File: config.mk
export PLATFORM = sky130hd
export DESIGN_NAME = lwc80_enc
export DESIGN_NICKNAME = d
export VERILOG_FILES = /design/src/rtl/lwc_pkg.sv /design/src/rtl/lwc_round.sv /design/src/rtl/lwc_keyreg.sv /design/src/rtl/lwc_round_ctr.sv /design/src/rtl/lwc_ctrl.sv /design/src/rtl/lwc80_enc.sv
export SDC_FILE = /design/constraint.sdc
export NUM_CORES = 1
export LEC_CHECK = 0
export BUFFER_PORTS_ARGS = -buffer_cell sky130_fd_sc_hd__buf_2
export CAP_MARGIN = 20
export CORE_MARGIN = 3
export CORE_UTILIZATION = 55
export CTS_CLUSTER_DIAMETER = 50
export DETAILED_ROUTE_END_ITERATION = 10
export PLACE_DENSITY_LB_ADDON = 0.1
export SLEW_MARGIN = 40
export SYNTH_ARGS = -nofsm -noshare
export SYNTH_HDL_FRONTEND = slang
export SYNTH_SLANG_ARGS = --single-unit
File: constraint.sdc
create_clock -name clk -period 5.05 [get_ports clk]
set_input_delay 0.7575 -clock clk [delete_from_list [all_inputs] [get_ports clk]]
set_output_delay 0.7575 -clock clk [all_outputs]
set_load 0.01 [all_outputs]
File: src/rtl/lwc_pkg.sv
package lwc_pkg;

  typedef enum logic [1:0] {
    ST_IDLE  = 2'd0,
    ST_WAITP = 2'd1,
    ST_ENC   = 2'd2,
    ST_OUT   = 2'd3
  } ctl_state_e;

  function automatic logic [3:0] sbox(input logic [3:0] x);
    logic [3:0] y;
    case (x)
      4'h0: y = 4'hC;
      4'h1: y = 4'h5;
      4'h2: y = 4'h6;
      4'h3: y = 4'hB;
      4'h4: y = 4'h9;
      4'h5: y = 4'h0;
      4'h6: y = 4'hA;
      4'h7: y = 4'hD;
      4'h8: y = 4'h3;
      4'h9: y = 4'hE;
      4'hA: y = 4'hF;
      4'hB: y = 4'h8;
      4'hC: y = 4'h4;
      4'hD: y = 4'h7;
      4'hE: y = 4'h1;
      default: y = 4'h2;
    endcase
    return y;
  endfunction

  // multiply by x modulo x^4 + x + 1
  function automatic logic [3:0] gf_x2(input logic [3:0] a);
    return {a[2:0], 1'b0} ^ (a[3] ? 4'h3 : 4'h0);
  endfunction

  function automatic logic [3:0] gf_mul(input logic [3:0] a, input logic [3:0] b);
    logic [3:0] p;
    logic [3:0] sh;
    p  = 4'h0;
    sh = a;
    for (int i = 0; i < 4; i++) begin
      if (b[i]) p = p ^ sh;
      sh = gf_x2(sh);
    end
    return p;
  endfunction

  // column mix as four companion-matrix steps (last row 4,1,2,2)
  function automatic logic [15:0] mix_col(input logic [15:0] v);
    logic [3:0] x0, x1, x2, x3, t;
    {x0, x1, x2, x3} = v;
    for (int k = 0; k < 4; k++) begin
      t  = gf_mul(x0, 4'h4) ^ x1 ^ gf_mul(x2, 4'h2) ^ gf_mul(x3, 4'h2);
      x0 = x1;
      x1 = x2;
      x2 = x3;
      x3 = t;
    end
    return {x0, x1, x2, x3};
  endfunction

endpackage

File: src/rtl/lwc_round.sv
module lwc_round
  import lwc_pkg::*;
#(
  parameter int KEY_W = 80
) (
  input  logic [63:0] st_i,
  input  logic [5:0]  rc_i,
  output logic [63:0] st_o
);
  localparam logic [7:0] KSZ = 8'(KEY_W);

  logic [3:0] ac_n [16];
  logic [3:0] sb_n [16];
  logic [3:0] sr_n [16];
  logic [3:0] mc_n [16];

  for (genvar r = 0; r < 4; r++) begin : g_row
    for (genvar c = 0; c < 4; c++) begin : g_col
      localparam int IDX = 4 * r + c;
      localparam int SRC = 4 * r + ((c + r) % 4);
      logic [3:0] cst;
      if (c == 0) begin : g_c0
        assign cst = 4'(r) ^ ((r < 2) ? KSZ[7:4] : KSZ[3:0]);
      end else if (c == 1) begin : g_c1
        assign cst = (r % 2 == 0) ? {1'b0, rc_i[5:3]} : {1'b0, rc_i[2:0]};
      end else begin : g_cz
        assign cst = 4'h0;
      end
      assign ac_n[IDX] = st_i[63-4*IDX -: 4] ^ cst;
      assign sb_n[IDX] = sbox(ac_n[IDX]);
      assign sr_n[IDX] = sb_n[SRC];
    end
  end

  for (genvar c = 0; c < 4; c++) begin : g_mix
    assign {mc_n[c], mc_n[4+c], mc_n[8+c], mc_n[12+c]} =
      mix_col({sr_n[c], sr_n[4+c], sr_n[8+c], sr_n[12+c]});
  end

  for (genvar i = 0; i < 16; i++) begin : g_pack
    assign st_o[63-4*i -: 4] = mc_n[i];
  end
endmodule

File: src/rtl/lwc_keyreg.sv
module lwc_keyreg #(
  parameter int KEY_W = 80,
  parameter int BLK_W = 64
) (
  input  logic             clk,
  input  logic             rst_n,
  input  logic             load,
  input  logic [KEY_W-1:0] key_i,
  input  logic             rot,
  output logic [BLK_W-1:0] rk_o
);
  localparam int REST = KEY_W - BLK_W;

  logic [KEY_W-1:0] key_q;

  always_ff @(posedge clk or negedge rst_n) begin
    if (!rst_n) key_q <= '0;
    else if (load) key_q <= key_i;
    else if (rot) key_q <= {key_q[REST-1:0], key_q[KEY_W-1 -: BLK_W]};
  end

  assign rk_o = key_q[KEY_W-1 -: BLK_W];
endmodule

File: src/rtl/lwc_round_ctr.sv
module lwc_round_ctr #(
  parameter int ROUNDS = 48,
  parameter int CW     = $clog2(ROUNDS)
) (
  input  logic          clk,
  input  logic          rst_n,
  input  logic          clr,
  input  logic          en,
  output logic [CW-1:0] cnt_o,
  output logic          done_o,
  output logic [5:0]    rc_o
);
  logic [CW-1:0] cnt_q;
  logic [5:0]    rc_q;

  assign rc_o   = {rc_q[4:0], ~(rc_q[5] ^ rc_q[4])};
  assign cnt_o  = cnt_q;
  assign done_o = (cnt_q == CW'(ROUNDS - 1));

  always_ff @(posedge clk or negedge rst_n) begin
    if (!rst_n) begin
      cnt_q <= '0;
      rc_q  <= '0;
    end else if (clr) begin
      cnt_q <= '0;
      rc_q  <= '0;
    end else if (en) begin
      cnt_q <= cnt_q + 1'b1;
      rc_q  <= rc_o;
    end
  end
endmodule

File: src/rtl/lwc_ctrl.sv
module lwc_ctrl
  import lwc_pkg::*;
#(
  parameter int STEP = 4,
  parameter int CW   = 6
) (
  input  logic          clk,
  input  logic          rst_n,
  input  logic          key_valid,
  input  logic          pt_valid,
  input  logic          ct_ready,
  input  logic [CW-1:0] cnt,
  input  logic          done,
  output logic          key_ready,
  output logic          pt_ready,
  output logic          ct_valid,
  output logic          key_load,
  output logic          pt_load,
  output logic          round_en,
  output logic          sel_key,
  output logic          last
);
  ctl_state_e st_q, st_d;

  always_ff @(posedge clk or negedge rst_n) begin
    if (!rst_n) st_q <= ST_IDLE;
    else st_q <= st_d;
  end

  assign key_ready = (st_q == ST_IDLE);
  assign pt_ready  = (st_q == ST_WAITP);
  assign ct_valid  = (st_q == ST_OUT);
  assign key_load  = key_ready & key_valid;
  assign pt_load   = pt_ready & pt_valid;
  assign round_en  = (st_q == ST_ENC);
  assign sel_key   = round_en && (cnt != '0) && ((int'(cnt) % STEP) == 0);
  assign last      = round_en & done;

  always_comb begin
    st_d = st_q;
    case (st_q)
      ST_IDLE:  if (key_valid) st_d = ST_WAITP;
      ST_WAITP: if (pt_valid) st_d = ST_ENC;
      ST_ENC:   if (done) st_d = ST_OUT;
      ST_OUT:   if (ct_ready) st_d = ST_IDLE;
      default:  st_d = ST_IDLE;
    endcase
  end
endmodule

File: src/rtl/lwc80_enc.sv
module lwc80_enc #(
  parameter int ROUNDS = 48,
  parameter int STEP   = 4,
  parameter int KEY_W  = 80,
  parameter int BLK_W  = 64
) (
  input  logic             clk,
  input  logic             rst_n,
  input  logic             key_valid,
  output logic             key_ready,
  input  logic [KEY_W-1:0] key,
  input  logic             pt_valid,
  output logic             pt_ready,
  input  logic [BLK_W-1:0] pt,
  output logic             ct_valid,
  input  logic             ct_ready,
  output logic [BLK_W-1:0] ct
);
  localparam int CW = $clog2(ROUNDS);

  logic          key_load, pt_load, round_en, sel_key, last, done;
  logic [CW-1:0] cnt;
  logic [5:0]    rc;
  logic [BLK_W-1:0] rk, st_q, rin, rout;

  lwc_ctrl #(.STEP(STEP), .CW(CW)) u_ctrl (
    .clk(clk), .rst_n(rst_n),
    .key_valid(key_valid), .pt_valid(pt_valid), .ct_ready(ct_ready),
    .cnt(cnt), .done(done),
    .key_ready(key_ready), .pt_ready(pt_ready), .ct_valid(ct_valid),
    .key_load(key_load), .pt_load(pt_load), .round_en(round_en),
    .sel_key(sel_key), .last(last)
  );

  lwc_round_ctr #(.ROUNDS(ROUNDS), .CW(CW)) u_ctr (
    .clk(clk), .rst_n(rst_n), .clr(pt_load), .en(round_en),
    .cnt_o(cnt), .done_o(done), .rc_o(rc)
  );

  lwc_keyreg #(.KEY_W(KEY_W), .BLK_W(BLK_W)) u_key (
    .clk(clk), .rst_n(rst_n), .load(key_load), .key_i(key),
    .rot(pt_load | sel_key), .rk_o(rk)
  );

  assign rin = sel_key ? (st_q ^ rk) : st_q;

  lwc_round #(.KEY_W(KEY_W)) u_round (
    .st_i(rin), .rc_i(rc), .st_o(rout)
  );

  always_ff @(posedge clk or negedge rst_n) begin
    if (!rst_n) st_q <= '0;
    else if (pt_load) st_q <= pt ^ rk;
    else if (round_en) st_q <= last ? (rout ^ rk) : rout;
  end

  assign ct = st_q;
endmodule

* Word-level counts from Yosys, hierarchy flattened *
Memories as Yosys holds them, arrays and structs flattened.
Index checks and enable logic that the tools add are counted.

storage, ports and cells
  flip-flop bits (word level) = 158
  bits in read-only memories = 1024
  memories = 16

cells by class
  add/sub/neg operators = 1
  equal/unequal tests = 8
  muxes and demuxes = 59
  bitwise gates (word level) = 109
  reductions and logical operators = 8

memory list
  name              depth  bits a word  read ports  clocked after memory_dff  wr ports  line           RTL
  (name not given)  16     4            1           0                         0         lwc_pkg.sv:12  case (x)
  (name not given)  16     4            1           0                         0         lwc_pkg.sv:12
  (name not given)  16     4            1           0                         0         lwc_pkg.sv:12
  (name not given)  16     4            1           0                         0         lwc_pkg.sv:12
  (name not given)  16     4            1           0                         0         lwc_pkg.sv:12
  (name not given)  16     4            1           0                         0         lwc_pkg.sv:12
  +10 memories      n/a    n/a          n/a         n/a                       n/a       n/a

operators with widths
  operator                                                          count
  4-bit XOR                                                         90
  64-bit two-way mux                                                4
  64-bit XOR                                                        3
  80-bit two-way mux                                                2
  2-bit two-way mux                                                 48
  32-bit zero test                                                  1
  6-bit two-way mux                                                 4
  4-bit by 3-bit XOR with 4-bit output                              4
  2-bit case mux with 4 select lines                                1
  4-bit by 2-bit XOR with 4-bit output                              2
  6-bit by 1-bit adder with 6-bit output (second input constant)    1
  6-bit == test (second input constant)                             1
  6-bit nonzero test                                                1
  2-bit == test (second input constant)                             2
  2-bit by 1-bit != test with 1-bit output (second input constant)  2
  2-bit != test (second input constant)                             2
  2-bit inverter                                                    2
  4-bit AND reduction                                               1
  2-bit nonzero test                                                2
  1-bit bitwise AND                                                 3
  1-bit inverter                                                    3
  2-bit by 1-bit == test with 1-bit output (second input constant)  1
  1-bit logical AND                                                 2
  2-bit zero test                                                   1
  2 further kinds                                                   2

* Logic depth before layout (Yosys ltp) *
An unclocked memory read counts as a cell.

  depth in word-level cells = 26
  depth in mapped cells = 26
  depth with buffers taken out = 20

* Hierarchy *
A second synthesis with hierarchy kept.

unflattened totals
  cell total of the unflattened synthesis = 1673
  area total of the unflattened synthesis = 15586.2 µm²

by module, submodules not included
  module         instances  cells each  area each (µm²)
  lwc_round      1          567         5278.8
  lwc80_enc      1          620         5223.8
  lwc_keyreg     1          410         4264.1
  lwc_round_ctr  1          54          571.8
  lwc_ctrl       1          22          247.7

* Least setup slack after synthesis *
Ideal clock, no wire load.

  kind = flip-flop to flip-flop
  start point = reg u_ctrl.st_q[0]
  end point = reg st_q[13], in the netlist ct[13]
  setup time = 0.142 ns
  data arrival time = 5.388 ns
  required time = 4.908 ns
  slack = -0.480 ns
  stages on the path, launching flop included = 25
  buffers on the path = 6
  clock period less this slack = 5.530 ns
  path through = dfrtp_1 -> inv_1 -> ha_1 -> buf_2 -> nand2_1 -> nor2_1 -> buf_2 -> buf_1 -> clkbuf_1 -> buf_1 -> nand2_1 -> xnor2_1 -> ha_1 -> nand2_1 -> a2111oi_0 -> a311o_1 -> nor4_1 -> or3b_2 -> clkbuf_1 -> xnor2_1 -> xnor3_1 -> xnor2_4 -> xor2_2 -> xor2_1 -> o221ai_1

on the way
  cells in the longest elaborated chain, start to end = 23

ends and longest elaborated chain
  item                                            line                          RTL
  from (decl)                                     lwc_ctrl.sv:23                ctl_state_e st_q, st_d;
  from (signal assigned)                          lwc_ctrl.sv:27                else st_q <= st_d;
  2-bit == test                                   lwc_ctrl.sv:35                assign round_en = (st_q == ST_ENC);
  1-bit logical AND (2 in a row)                  lwc_ctrl.sv:36                assign sel_key = round_en && (cnt != '0) && ((int'(cnt) % STEP) == 0);
  64-bit two-way mux                              lwc80_enc.sv:45               assign rin = sel_key ? (st_q ^ rk) : st_q;
  2-bit inverter (no source line)                 n/a
  memory 16 x 4 bit                               n/a
  2-bit two-way mux or 4-bit XOR (tied branches)  lwc_pkg.sv:35                 return {a[2:0], 1'b0} ^ (a[3] ? 4'h3 : 4'h0);
  4-bit XOR or 2-bit two-way mux (tied branches)  lwc_pkg.sv:35
  4-bit XOR                                       lwc_pkg.sv:35
  (+5 left out)                                   n/a
  2-bit two-way mux or 4-bit XOR (tied branches)  lwc_pkg.sv:35
  4-bit XOR, on equally long branches             lwc_pkg.sv:35, lwc_pkg.sv:55
  4-bit XOR or 2-bit two-way mux (tied branches)  lwc_pkg.sv:55, lwc_pkg.sv:35
  4-bit XOR                                       lwc_pkg.sv:35
  4-bit XOR                                       lwc_pkg.sv:55                 t = gf_mul(x0, 4'h4) ^ x1 ^ gf_mul(x2, 4'h2) ^ gf_mul(x3, 4'h2);
  64-bit XOR                                      lwc80_enc.sv:54               else if (round_en) st_q <= last ? (rout ^ rk) : rout;
  64-bit two-way mux (2 in a row)                 lwc80_enc.sv:54
  64-bit two-way mux                              lwc80_enc.sv:53               else if (pt_load) st_q <= pt ^ rk;
  to (signal assigned)                            lwc80_enc.sv:53
  to (signal assigned)                            lwc80_enc.sv:54
  to (decl)                                       lwc80_enc.sv:24               logic [BLK_W-1:0] rk, st_q, rin, rout;

Several ways; a longest one is shown, not always the timed one. The select of a mux whose other input is x is not followed.
A chain may end at the register's enable or synchronous reset.

* Final worst setup path *
  start point = reg u_ctrl.st_q[0]
  end point = reg st_q[23], in the netlist ct[23]

on the way
  cells in the longest elaborated chain, start to end = 19

ends and longest elaborated chain
  item                                            line
  2-bit == test                                   lwc_ctrl.sv:35
  1-bit logical AND (2 in a row)                  lwc_ctrl.sv:36
  64-bit two-way mux                              lwc80_enc.sv:45
  memory 16 x 4 bit                               n/a
  2-bit two-way mux or 4-bit XOR (tied branches)  lwc_pkg.sv:35
  4-bit XOR or 2-bit two-way mux (tied branches)  lwc_pkg.sv:35
  4-bit XOR                                       lwc_pkg.sv:35
  4-bit XOR (3 in a row)                          lwc_pkg.sv:55
  4-bit XOR                                       lwc_pkg.sv:35
  4-bit XOR                                       lwc_pkg.sv:55
  4-bit XOR                                       lwc_pkg.sv:35
  4-bit XOR                                       lwc_pkg.sv:55
  64-bit XOR                                      lwc80_enc.sv:54
  64-bit two-way mux (2 in a row)                 lwc80_enc.sv:54
  64-bit two-way mux                              lwc80_enc.sv:53

Several ways; a longest one is shown, not always the timed one. The select of a mux whose other input is x is not followed.

==> impl_metrics.ini <==
[yosys]
synthCells = 2209
yosys_most_used_dff = dfrtp_1
yosysMostFrequentCell = xnor2_1
synth_seq_cells = 158
synth_common_cells = xnor2_1 (222), nor2_1 (213), a21oi_1 (176)
seq_area_frac_synth_pct = 22.0
synth.distinct_cells = 95
synth-edff-count = 0
synthTopCellsByArea = dfrtp_1 (22%), xnor2_1 (11%), mux2i_1 (7.5%), xor2_1 (5.6%), ha_1 (5.4%)
ys.warnings.count = 0
syn_avg_cell_area_um2 = 8.14
async_reset_ff_share_pct = 100
synthesis.area_mm2 = 0.0180
synth_top_area_cell = dfrtp_1
synth_top_area_share_pct = 22.0
syn-num-nets = 2436

[critical_path]
worst_setup_path_start_kind = flop
slowest_delay_ns = 0.55
cp-end-kind = flop
cp.arrival_ns = 5.18
slowest_stage = xor2_1
cp_top_family = XOR/XNOR gates
path_common_cell = xor2_1
critPathBufInv = 5
critical_path_required_ns = 5.35
crit_fanout = 16
worst-setup-path-type = flop to flop
crit_chain = inv_1 -> ha_2 -> nand2_2 -> nor2_4 -> buf_12 -> buf_4 -> nand2_1 -> xor2_1 -> inv_1 -> ha_1 -> nand2_1 -> o31ai_1 -> a32oi_1 -> o21ai_0 -> xnor2_1 -> a21oi_2 -> xor2_1 -> xor2_1 -> buf_4 -> xor2_1 -> o221ai_1

[grt]
antenna_found_initial = 1
grt_pass1_vias = 17000
grt_overflow_total = 0
grt_max_degree = 92
grt_usage_pct = 37.1
grt_pass1_wl_mm = 101

[timing]
drv_slew = 0
finalCritPeriodShare_pct = 96.7
fin_skew_ns = 0.0150
slew_headroom_pct = 41.5
worst_slew_pin_slew_ns = 0.875
fin_setup_tns_ns = 0
hold_viol = 0
fmax_mhz = 205
rsz0062_at_grt = true
fin_ws_ns = 0.168
setup_viol = 0
fin_crit_ns = 4.88

[cts]
clk_latency_ns = 0.46
hold_buffers = 0
numCtsBuffers = 17
cts.clk_slew.worst_paths_ns = 0.07
cts_buffer_depth = 2
clockRootBuffer = clkbuf_16
cts_tree = built
h-tree-depth = 4
cts_sinks = 158

[floorplan]
die_w_um = 187
start_util_pct = 56.4
coreArea_mm2 = 0.0319
dieArea_mm2 = 0.0349
die_height_um = 187
ios = 216
rows = 65

[layout]
drive_gt1_share_pct = 19.2
num-nets-final = 2586
insertedDiodeCount = 0
fin_util_pct = 64.3
syn2layout_area_growth_pct = 14.0
fillers = 2890

[job]
maxCapViolCount = 0

[min_path]
hp-class = primary input to asynchronous set/reset pin

[detailed_routing]
wl_mm = 66.8
via_per_inst = 6.35
drtAntennaViolNets = 0
dr.pass1.iters = 6
wl_per_cell_um = 23.8
first_iter_violations = 1760
route.vias.total = 17800
route.detailed.drc = 0

[placement]
hpwlAfterDp_mm = 49.7
pre_cts_ws_ns = 0.0833
io_buffers = 215
gp_congestion = 1.00

[run_status]
run_status = finished, final reports clean
layout by cell type, fill, tap and decap left out, drive strengths merged, types with 15 or more instances in the layout:
cell type / netlist / final
nor3b: 15 / 15
clkbuf: 145 / 19
a221oi: 17 / 17
xnor2: 235 / 235
xor2: 124 / 124
buf: 47 / 323
mux2i: 135 / 135
inv: 85 / 92
a32oi: 21 / 21
o211ai: 20 / 20
o22ai: 37 / 37
a211oi: 23 / 23
nand2: 124 / 124
a21oi: 179 / 179
o21ai: 100 / 100
xnor3: 19 / 19
nor2: 214 / 214
nand3: 74 / 74
o31ai: 21 / 21
dfrtp: 158 / 158
a31oi: 37 / 37
nor3: 51 / 51
o221ai: 16 / 16
ha: 78 / 78
layout make-up:
| type | instances | area, um2 | area share, % |
|---|---|---|---|
| Timing Repair Buffer | 323 | 1970 | 9.61 |
| Inverter | 85 | 319 | 1.56 |
| Clock buffer | 19 | 453 | 2.21 |
| Clock inverter | 13 | 168 | 0.817 |
| Sequential cell | 158 | 3950 | 19.3 |
| Multi-Input combinational cell | 1774 | 13100 | 63.9 |
| Tap cell | 435 | 544 | 2.65 |
worst paths after layout:
| kind | end | slack [ns] | start | depth (start not counted) |
|---|---|---|---|---|
| max | ct[23]$_DFFE_PN0P_ | 0.17 | u_ctrl.st_q[0]$_DFFE_PN0P_ | 21 |
| min | u_key.key_q[4]$_DFFE_PN0P_ | 0.14 | rst_n | 1 |
| max reg2reg | ct[23]$_DFFE_PN0P_ | 0.17 | u_ctrl.st_q[0]$_DFFE_PN0P_ | 21 |
| min reg2reg | u_key.key_q[14]$_DFFE_PN0P_ | 0.53 | u_key.key_q[14]$_DFFE_PN0P_ | 2 |
| max in group asynchronous | ct[4]$_DFFE_PN0P_ | 4.04 | rst_n | 2 |
| min in group clk | u_key.key_q[14]$_DFFE_PN0P_ | 0.53 | u_key.key_q[14]$_DFFE_PN0P_ | 2 |
per-layer routing:
metal  vias to the layer above  global-route usage (%)  wire [um]
li1                       8139                       -          -
met1                      8586                    49.8      27500
met2                       930                    59.0      30200
met3                       172                    6.37       6020
met4                         2                    16.4       3050
met5                         -                       0          7
worst reg2reg max path, cell delays in order, from the launching register on:
cell and delay, ns:
dfrtp_1 0.41, inv_1 0.13, ha_2 0.24, nand2_2 0.09
nor2_4 0.14, buf_12 0.17, buf_4 0.26, nand2_1 0.10
xor2_1 0.31, inv_1 0.11, ha_1 0.36, nand2_1 0.06
o31ai_1 0.09, a32oi_1 0.08, o21ai_0 0.44, xnor2_1 0.16
a21oi_2 0.29, xor2_1 0.55, xor2_1 0.22, buf_4 0.19
xor2_1 0.16, o221ai_1 0.14
state kept, by name, summed over array words and instances (netlist names):
register,flops
u_key.key_q,80
ct,64
u_ctr.rc_q,6
u_ctr.cnt_o,6
u_ctrl.st_q,2
timing repair:
| item | in CTS | in global routing |
|---|---|---|
| buffers inserted | 0 | 3 |
| setup endpoints to repair | 0 | 31 |
| gates resized for setup | 0 | 22 |
through the flow:
stage	hold slack [ns]	cell area, um2	std cells
5_1_grt	0.136	20500	2807
3_3_place_gp	0.508	19700	2771
2_1_floorplan	0.462	18000	2209
3_5_place_dp	0.520	19700	2771
6_report	0.141	20500	2807
4_1_cts	0.331	20300	2803
cells by family after synthesis:
kind of cell | after synthesis | share of synthesized area, %
flops | 158 | 22.0
fa+ha+maj | 78 | 5.43
mux | 144 | 8.33
compound gates | 589 | 21.8
buf+inv | 277 | 6.18
xor+xnor | 379 | 21.0
simple gates | 584 | 15.2
Power is left out: the tool's default activity adds up to more than one toggle a clock period on the data nets, which glitch-free logic cannot reach.
